`config.mk`:
```
export PLATFORM = sky130hd
export DESIGN_NAME = mtx_prio_arbiter
export DESIGN_NICKNAME = d
export VERILOG_FILES = /design/src/rtl/mtx_pkg.sv /design/src/rtl/mtx_pick_tree.sv /design/src/rtl/mtx_frame_fields.sv /design/src/rtl/mtx_prio_arbiter.sv
export SDC_FILE = /design/constraint.sdc
export NUM_CORES = 1
export LEC_CHECK = 0
export BUFFER_PORTS_ARGS = -buffer_cell sky130_fd_sc_hd__buf_2
export CAP_MARGIN = 20
export CORE_AREA = 2 2 291 293
export CTS_BUF_LIST = sky130_fd_sc_hd__clkbuf_16
export CTS_CLUSTER_SIZE = 12
export DETAILED_ROUTE_END_ITERATION = 7
export DIE_AREA = 0 0 293 295
export PLACE_DENSITY = 0.53
export SLEW_MARGIN = 20
export SYNTH_ARGS = -nofsm -noshare
export SYNTH_HDL_FRONTEND = slang
export SYNTH_SLANG_ARGS = --single-unit
```
`constraint.sdc`:
```
create_clock -name clk -period 24.3 [get_ports clk]
set_clock_uncertainty 0.2 [all_clocks]
set_input_delay 1.215 -clock clk [delete_from_list [all_inputs] [get_ports clk]]
set_output_delay 1.215 -clock clk [all_outputs]
set_load 0.02 [all_outputs]
```
`src/rtl/mtx_pkg.sv`:
```
package mtx_pkg;
    // control word layout (decoded by the transmitter side)
    localparam int CTRL_W   = 16;
    localparam int PRIO_LSB = 8;
    localparam int PRIO_W   = 6;
    localparam int RTR_BIT  = 4;
    localparam int DLC_W    = 4;

    typedef enum logic [1:0] {
        WR_REQ_SET = 2'd0,
        WR_REQ_CLR = 2'd1,
        WR_ACK_CLR = 2'd2,
        WR_ABT_CLR = 2'd3
    } wr_sel_e;
endpackage

```
`src/rtl/mtx_pick_tree.sv`:
```
module mtx_pick_tree #(
    parameter int N_MBX  = 32,
    parameter int PRIO_W = 6
) (
    input  logic [N_MBX-1:0]        elig,
    input  logic [N_MBX*PRIO_W-1:0] prio_flat,
    output logic                    win_valid,
    output logic [$clog2(N_MBX)-1:0] win_idx
);
    localparam int IDX_W = $clog2(N_MBX);
    localparam int LEAVES = 1 << IDX_W;
    localparam int KEY_W = 1 + PRIO_W + IDX_W;

    // key = {valid, priority, index}; a plain max gives priority first, index on ties
    for (genvar l = 0; l <= IDX_W; l++) begin : g_lvl
        localparam int WIDTH = LEAVES >> l;
        logic [KEY_W-1:0] key [WIDTH];
        if (l == 0) begin : g_leaf
            for (genvar i = 0; i < LEAVES; i++) begin : g_i
                if (i < N_MBX) begin : g_real
                    assign key[i] = elig[i] ?
                        {1'b1, prio_flat[i*PRIO_W +: PRIO_W], IDX_W'(i)} : '0;
                end else begin : g_pad
                    assign key[i] = '0;
                end
            end
        end else begin : g_node
            for (genvar i = 0; i < WIDTH; i++) begin : g_i
                assign key[i] = (g_lvl[l-1].key[2*i+1] > g_lvl[l-1].key[2*i]) ?
                                g_lvl[l-1].key[2*i+1] : g_lvl[l-1].key[2*i];
            end
        end
    end

    logic [KEY_W-1:0] root;
    assign root      = g_lvl[IDX_W].key[0];
    assign win_valid = root[KEY_W-1];
    assign win_idx   = root[IDX_W-1:0];
endmodule

```
`src/rtl/mtx_frame_fields.sv`:
```
module mtx_frame_fields #(
    parameter int DLC_W    = 4,
    parameter int LEN_MAX  = 8,
    parameter int HIGH_THR = 4
) (
    input  logic [DLC_W-1:0] dlc,
    input  logic             rtr_in,
    output logic [DLC_W-1:0] len,
    output logic             rtr,
    output logic             use_high
);
    always_comb begin
        len      = (dlc > DLC_W'(LEN_MAX)) ? DLC_W'(LEN_MAX) : dlc;
        use_high = (len > DLC_W'(HIGH_THR));
        rtr      = rtr_in;
    end
endmodule

```
`src/rtl/mtx_prio_arbiter.sv`:
```
module mtx_prio_arbiter
    import mtx_pkg::*;
#(
    parameter int N_MBX   = 32,
    parameter int LEN_MAX = 8
) (
    input  logic                      clk,
    input  logic                      rst_n,
    input  logic                      wr_en,
    input  logic [1:0]                wr_sel,
    input  logic [N_MBX-1:0]          wr_data,
    input  logic [N_MBX-1:0]          mbx_en,
    input  logic [N_MBX-1:0]          mbx_dir,
    input  logic [N_MBX-1:0]          mbx_irq_mask,
    input  logic [N_MBX*CTRL_W-1:0]   mbx_ctrl,
    output logic                      tx_start,
    output logic                      tx_busy,
    output logic [$clog2(N_MBX)-1:0]  tx_index,
    output logic [DLC_W-1:0]          tx_len,
    output logic                      tx_rtr,
    output logic                      tx_high_word,
    input  logic                      tx_done,
    output logic [N_MBX-1:0]          tx_req,
    output logic [N_MBX-1:0]          tx_ack,
    output logic [N_MBX-1:0]          abort_ack,
    output logic                      mbx_irq
);
    localparam int IDX_W = $clog2(N_MBX);

    typedef struct packed {
        logic [N_MBX-1:0] req;
        logic [N_MBX-1:0] ack;
        logic [N_MBX-1:0] abt;
        logic             busy;
        logic             start;
        logic             irq;
        logic [IDX_W-1:0] cur;
    } st_t;

    st_t st_d, st_q;

    // priority fields and reserved-bit sink
    logic [N_MBX*PRIO_W-1:0] prio_flat;
    logic [N_MBX-1:0]        unused_rsvd_bits;
    for (genvar i = 0; i < N_MBX; i++) begin : g_mbx
        assign prio_flat[i*PRIO_W +: PRIO_W] = mbx_ctrl[i*CTRL_W + PRIO_LSB +: PRIO_W];
        assign unused_rsvd_bits[i] = ^{mbx_ctrl[i*CTRL_W + PRIO_LSB + PRIO_W +: CTRL_W-PRIO_LSB-PRIO_W],
                                       mbx_ctrl[i*CTRL_W + RTR_BIT + 1 +: PRIO_LSB-RTR_BIT-1]};
    end

    logic [N_MBX-1:0] elig;
    logic             win_valid;
    logic [IDX_W-1:0] win_idx;

    assign elig = st_q.req & mbx_en & ~mbx_dir;

    mtx_pick_tree #(.N_MBX(N_MBX), .PRIO_W(PRIO_W)) u_pick (
        .elig      (elig),
        .prio_flat (prio_flat),
        .win_valid (win_valid),
        .win_idx   (win_idx)
    );

    logic [CTRL_W-1:0] sel_ctrl;
    assign sel_ctrl = mbx_ctrl[st_q.cur*CTRL_W +: CTRL_W];

    mtx_frame_fields #(.DLC_W(DLC_W), .LEN_MAX(LEN_MAX), .HIGH_THR(4)) u_fields (
        .dlc      (sel_ctrl[DLC_W-1:0]),
        .rtr_in   (sel_ctrl[RTR_BIT]),
        .len      (tx_len),
        .rtr      (tx_rtr),
        .use_high (tx_high_word)
    );

    always_comb begin
        logic [N_MBX-1:0] inflight;
        logic [N_MBX-1:0] cancel;
        logic             finish;
        wr_sel_e          sel;

        st_d     = st_q;
        st_d.start = 1'b0;
        sel      = wr_sel_e'(wr_sel);
        finish   = st_q.busy && tx_done;
        inflight = '0;
        cancel   = '0;

        // mailbox that is (or is becoming) the one on the wire
        if (st_q.busy)      inflight[st_q.cur] = 1'b1;
        else if (win_valid) inflight[win_idx]  = 1'b1;

        // completion drops the request first so a same-cycle set re-raises it
        if (finish) begin
            st_d.req[st_q.cur] = 1'b0;
            st_d.busy          = 1'b0;
        end else if (!st_q.busy && win_valid) begin
            st_d.busy  = 1'b1;
            st_d.start = 1'b1;
            st_d.cur   = win_idx;
        end

        if (wr_en) begin
            unique case (sel)
                WR_REQ_SET: st_d.req = st_d.req | wr_data;
                WR_REQ_CLR: begin
                    cancel   = wr_data & st_q.req & ~inflight;
                    st_d.req = st_d.req & ~cancel;
                    st_d.abt = st_d.abt | cancel;
                end
                WR_ACK_CLR: begin
                    st_d.ack = st_d.ack & ~wr_data;
                    if (|wr_data) st_d.irq = 1'b0;
                end
                WR_ABT_CLR: st_d.abt = st_d.abt & ~wr_data;
                default: ;
            endcase
        end

        // completion events win over same-cycle clears
        if (finish) begin
            st_d.ack[st_q.cur] = 1'b1;
            if (mbx_irq_mask[st_q.cur]) st_d.irq = 1'b1;
        end
    end

    always_ff @(posedge clk or negedge rst_n) begin
        if (!rst_n) st_q <= '0;
        else        st_q <= st_d;
    end

    assign tx_start  = st_q.start;
    assign tx_busy   = st_q.busy;
    assign tx_index  = st_q.cur;
    assign tx_req    = st_q.req;
    assign tx_ack    = st_q.ack;
    assign abort_ack = st_q.abt;
    assign mbx_irq   = st_q.irq;
endmodule

```
## Word level (Yosys, flattened, before mapping)

Cells that the tools add are included.

| cells by class | value |
|---|---|
| muxes and demuxes | 86 |
| eq/ne operators | 3 |
| reductions and logical operators | 11 |
| magnitude comparators | 37 |
| shift operators | 1 |
| bitwise gates (word level) | 17 |

Operators with widths:

| kind | count |
|---|---|
| 12-bit 2-to-1 mux | 63 |
| 512-bit by 10-bit indexed part select with 5-bit output | 1 |
| 12-bit > comparator | 31 |
| 32-bit bitwise AND | 8 |
| 32-bit 2-to-1 mux | 5 |
| 32-bit inverter | 5 |
| 32-bit case mux with 2 select lines | 2 |
| 96-bit 2-to-1 mux | 1 |
| 32-bit bitwise OR | 3 |
| 32-bit OR reduction | 1 |
| 5-bit by 6-bit < comparator with 1-bit output, second input constant | 2 |
| 1-bit demux with 5-bit select | 2 |
| 5-bit by 1-bit greater-or-equal comparator with 1-bit output, second input constant | 2 |
| 1-bit 2-to-1 mux | 10 |
| 1-bit binary-select mux with 5-bit select | 1 |
| 2-bit == test, second input constant | 2 |
| 4-bit by 3-bit > comparator with 1-bit output, second input constant | 1 |
| 4-bit > comparator, second input constant | 1 |
| 1-bit logical AND | 4 |
| 4-bit 2-to-1 mux | 1 |
| 2-bit AND reduction | 2 |
| 2-bit nonzero test | 2 |
| 2-bit by 1-bit == test with 1-bit output, second input constant | 1 |
| 2-bit zero test | 1 |
| 3 further kinds | 3 |

| word-level totals | value |
|---|---|
| output and inout bits | 110 |
| input port bits | 646 |
| word-level logic and storage cells | 162 |
| bits in registers | 104 |

## Logic depth before layout (Yosys ltp)

| depth | value |
|---|---|
| word-level depth | 27 |
| depth in mapped cells | 60 |
| mapped depth without buffers | 54 |

## By module

From an unflattened synthesis, not the netlist that was laid out.

| unflattened totals | value |
|---|---|
| cell total of the unflattened synthesis | 2,332 |
| area, all modules | 17,576.9 sq um |

Modules (own cells, without submodules):

| module | sequential area each (sq um) | times used | cells each | area each (sq um) |
|---|---|---|---|---|
| mtx_pick_tree | 0.0 | 1 | 1,617 | 10,980.5 |
| mtx_prio_arbiter | 2,602.5 | 1 | 708 | 6,555.0 |
| mtx_frame_fields | 0.0 | 1 | 7 | 41.3 |

## Least setup slack after synthesis

OpenSTA, ideal clock, no wires.

| path | value |
|---|---|
| path type | input port to flip-flop |
| start point | input port mbx_en[12] |
| end point | register st_q, in the netlist abort_ack[25] |
| stages | 54 |
| arrival | 11.637 ns |
| library setup time | 0.131 ns |
| data required time | 23.969 ns |
| path buffers | 7 |
| setup slack | 12.332 ns |
| cells stage by stage | nand2_1 > nor2_1 > clkbuf_1 > nand2_1 > ha_1 > a21o_1 > a221o_1 > a21oi_1 > a31o_2 > clkbuf_1 > nor2b_1 > a31oi_1 > ha_1 > nand4_1 > nor2_1 > and2_1 > a22oi_1 > mux2i_1 > [... 18 more ...] > and2_1 > clkbuf_1 > clkbuf_1 > o21ai_0 > ha_1 > a21oi_1 > nor2b_1 > o21ai_0 > nand2b_1 > a21oi_1 > o21ai_0 > o22ai_1 > inv_1 > or4_1 > buf_2 > or3_4 > a21o_1 > a2bb2oi_1 |

| between the ends | value |
|---|---|
| word-level cells in the longest chain between the ends | 23 |
| elaborated cells between the ends (all ways) | 24 |
| those cells by class | order compare: 7; mux: 11; bitwise: 5; reduce/logical: 1 |

RTL lines:

| item | line | RTL |
|---|---|---|
| start, declared | mtx_prio_arbiter.sv:12 | `input logic [N_MBX-1:0] mbx_en,` |
| 32-bit bitwise AND (*) (2 in a row) | mtx_prio_arbiter.sv:55 | `assign elig = st_q.req & mbx_en & ~mbx_dir;` |
| 12-bit 2-to-1 mux (*) | mtx_pick_tree.sv:21 | `assign key[i] = elig[i] ?` |
| 12-bit > comparator | mtx_pick_tree.sv:29 | `assign key[i] = (g_lvl[l-1].key[2*i+1] > g_lvl[l-1].key[2*i]) ?` |
| 12-bit 2-to-1 mux (*) | mtx_pick_tree.sv:29 |  |
| 12-bit > comparator | mtx_pick_tree.sv:29 |  |
| 12-bit 2-to-1 mux (*) | mtx_pick_tree.sv:29 |  |
| 12-bit > comparator | mtx_pick_tree.sv:29 |  |
| 12-bit 2-to-1 mux (*) | mtx_pick_tree.sv:29 |  |
| [... 6 more ...] | n/a |  |
| 1-bit 2-to-1 mux (implied by the code) | mtx_prio_arbiter.sv:90 | `else if (win_valid) inflight[win_idx] = 1'b1;` |
| 1-bit demux with 5-bit select | mtx_prio_arbiter.sv:90 |  |
| 32-bit 2-to-1 mux (*) | mtx_prio_arbiter.sv:90 |  |
| 32-bit 2-to-1 mux (*) | mtx_prio_arbiter.sv:89 | `if (st_q.busy) inflight[st_q.cur] = 1'b1;` |
| 32-bit inverter (*) | mtx_prio_arbiter.sv:106 | `cancel = wr_data & st_q.req & ~inflight;` |
| 32-bit bitwise AND (*) | mtx_prio_arbiter.sv:106 |  |
| 32-bit bitwise OR (*) | mtx_prio_arbiter.sv:108 | `st_d.abt = st_d.abt \| cancel;` |
| 32-bit case mux with 2 select lines (*) | mtx_prio_arbiter.sv:103 | `unique case (sel)` |
| end signal, assigned | mtx_prio_arbiter.sv:128 | `else st_q <= st_d;` |
| end, declared | mtx_prio_arbiter.sv:40 | `st_t st_d, st_q;` |

Every way passes the cells marked *; elsewhere a longest branch is shown, timed or not.
A chain may end at the register's enable or synchronous reset.

## Worst setup path after layout

| path | value |
|---|---|
| start point | input port mbx_en[10] |
| end point | register st_q, in the netlist abort_ack[7] |

Same word-level chain as after synthesis.

==> metrics <==
layout cell share with drive strength beyond 1 0.250; Fmax achieved 70.0 MHz; Routed Antenna Nets 0; HP Start tx_ack[25]$_DFF_PN0_; initial antenna violation count 22; DRC violations left 0; post-synthesis register bit count 104; drt pass-1 iters 6; Die Y 295 um; Post-DP HPWL 76.1 mm; slowest stage cell, crit path nor2_1; most common cell in the netlist nand2_1; required time worst endpoint ~24,000 ps; crit path launch type input port; most frequent CP cell o21ai_0; global route overflow 0; drt first-iter violations between 1,000 and 1,500; largest area contributor in the netlist ha_1; Via Count 20,462; EDFF count, synth 0; PortBufs between 500 and 600; row cnt 106; routed wl met3 6.83 mm; Slew HR 0.239; Num CTS Buffers 9; Critical Path Sink Type flop; DRT met1 WL 34.8 mm; Final period util 0.588; RSZ-0062 raised after global routing no; Reg2Reg Setup Slack 10,410 ps; post-cts sizing count 0; worst r2r src tx_req[8]$_DFF_PN0_; pins over their slew limit 0; top cells by count, synth 489 x nand2_1, 275 x ha_1, 174 x o21ai_0; Syn Area/Cell 7.33 sq um; R2R depth 49; Synth Instances roughly 2,500; core area around 83,000 sq um; Layout Utilization 0.270; hold depth 2; Final Hold Fails 0; worst-path maximum fanout 22; largest net degree at the start of global routing between 60 and 70; final setup fails 0; DR WL met2 43.2 mm; share of the synthesized area in the top cell type 0.191; routed wire length 87.8 mm; Post-CTS Hold Buffers 0; post-route insts no fill 4,087; CTS root buf clkbuf_16; first-pass GRT wire length 125 mm; synth warn 0; clk buf depth 2; clock latency on the worst-skew pair 360 ps; outcome finished, final reports clean; die area 86,400 sq um; critical register-to-register path endpoint abort_ack[7]$_DFFE_PN0P_; clk sink count ~100; ranking of synthesized cells by area ha_1 19%, dfrtp_1 14%, nand2_1 10%; chip width 293 um; Syn Nets 3,372; CTS H-Tree Depth 3; post-synthesis async set-or-reset flop share 1.00; Final TNS setup 0 ps; IO Pins approximately 760; vias in the first global route just under 20,000; Max Used Layer met5; Area Growth Syn to Fin 25.1%; sequential area share after synthesis 0.145; slowest stage delay, CP 660 ps; Worst Tran Pin Value 1130 ps; CP Data Arrival Time about 14,000 ps; main flop type after synthesis dfrtp_1; DR WL/cell 21.5 um; Cell Area, Synth between 15,000 and 20,000 sq um; drt via density approximately 5; CTS tree built; Setup Fix Bufs, Post-CTS 0; Tot GR Track Use 0.194; GPL Wtd Cong 0.906; Reg clk slew, reported paths 70 ps; Tmin final 14,280 ps; WS Path Type in -> reg; Starting Density 0.216; Hold Path End tx_ack[25]$_DFF_PN0_; worst min path class reg -> reg; Max-cap violations 0; placed cell count between 4,000 and 5,000; # nets final 3,906; number of distinct library cells after synthesis 95
[cell families (layout without fill, tap and decap cells)]
| family | Yosys count | in the layout | share of synthesized area |
|---|---|---|---|
| AOI/OAI and AO/OA | 701 | 701 | 0.257 |
| adders and majority gates | 275 | 275 | 0.191 |
| buffers and inverters | 236 | 775 | 0.0500 |
| DFF | 104 | 104 | 0.145 |
| muxes | 89 | 89 | 0.0841 |
| other | 0 | 17 | 0 |
| and+or+nand+nor | 1046 | 1046 | 0.272 |
[how the worst max path moves through the flow]
stage | cells past startpoint | start | end
floorplan | 54 | mbx_en[12] | abort_ack[25]$_DFFE_PN0P_
global placement | 50 | mbx_dir[6] | abort_ack[7]$_DFFE_PN0P_
detailed placement | 50 | mbx_dir[6] | abort_ack[7]$_DFFE_PN0P_
CTS | 50 | mbx_dir[6] | abort_ack[7]$_DFFE_PN0P_
global route | 50 | mbx_en[10] | abort_ack[7]$_DFFE_PN0P_
finish | 49 | mbx_en[10] | abort_ack[7]$_DFFE_PN0P_
[flip-flops by register name, summed over array words and instances (netlist names)]
name,count
tx_start,1
tx_ack,32
tx_busy,1
mbx_irq,1
tx_index,5
tx_req,32
abort_ack,32
[layout make-up]
class	instances	area (sq um)
diodes	17	42.5
clock buffers	9	225
clock inverters	7	87.6
fillers	9192	60700
inverters	146	548
multi-input cells	2111	14500
flip-flops and latches	104	2610
well taps	1080	1350
repair buffers	613	3120
[through the flow]
stage | area, sq um | worst slack [ps] | hold slack [ps]
after global routing | 22500 | 8890 | 297
after global placement | 22100 | 9700 | 256
after floorplan | 18000 | 12330 | 377
after detailed placement | 22100 | 9670 | 261
final | 22500 | 10020 | 277
after CTS | 22400 | 9950 | 278
[placed cells by master (no fill, tap or decap), types with 19 or more instances in the layout]
cell	instances
a21o_1	40
a21oi_1	158
a22oi_1	37
a31oi_1	39
and2_1	82
buf_2	594
buf_4	19
dfrtp_1	102
ha_1	275
inv_1	146
mux2i_1	35
mux4_2	48
nand2_1	489
nand3_1	71
nand4_1	62
nor2_1	155
nor2b_1	46
nor3_1	23
nor4_1	19
o211ai_1	19
o21a_1	40
o21ai_0	172
o22ai_1	22
[worst max-delay path: cells and delay by family]
family | cells | cell delay (ps)
compound gates | 23 | 5850
fa+ha+maj | 5 | 1660
simple gates | 15 | 4310
mux | 1 | 380
buf+inv | 5 | 840
[routing by layer]
layer / up-vias / GRT usage
li1: 10060 / -
met1: 9567 / 0.238
met2: 731 / 0.348
met3: 96 / 0.0310
met4: 8 / 0.0577
met5: - / 0
Power is not shown: default switching activity piles up to over one toggle a cycle in this logic, so the estimate is an artifact.
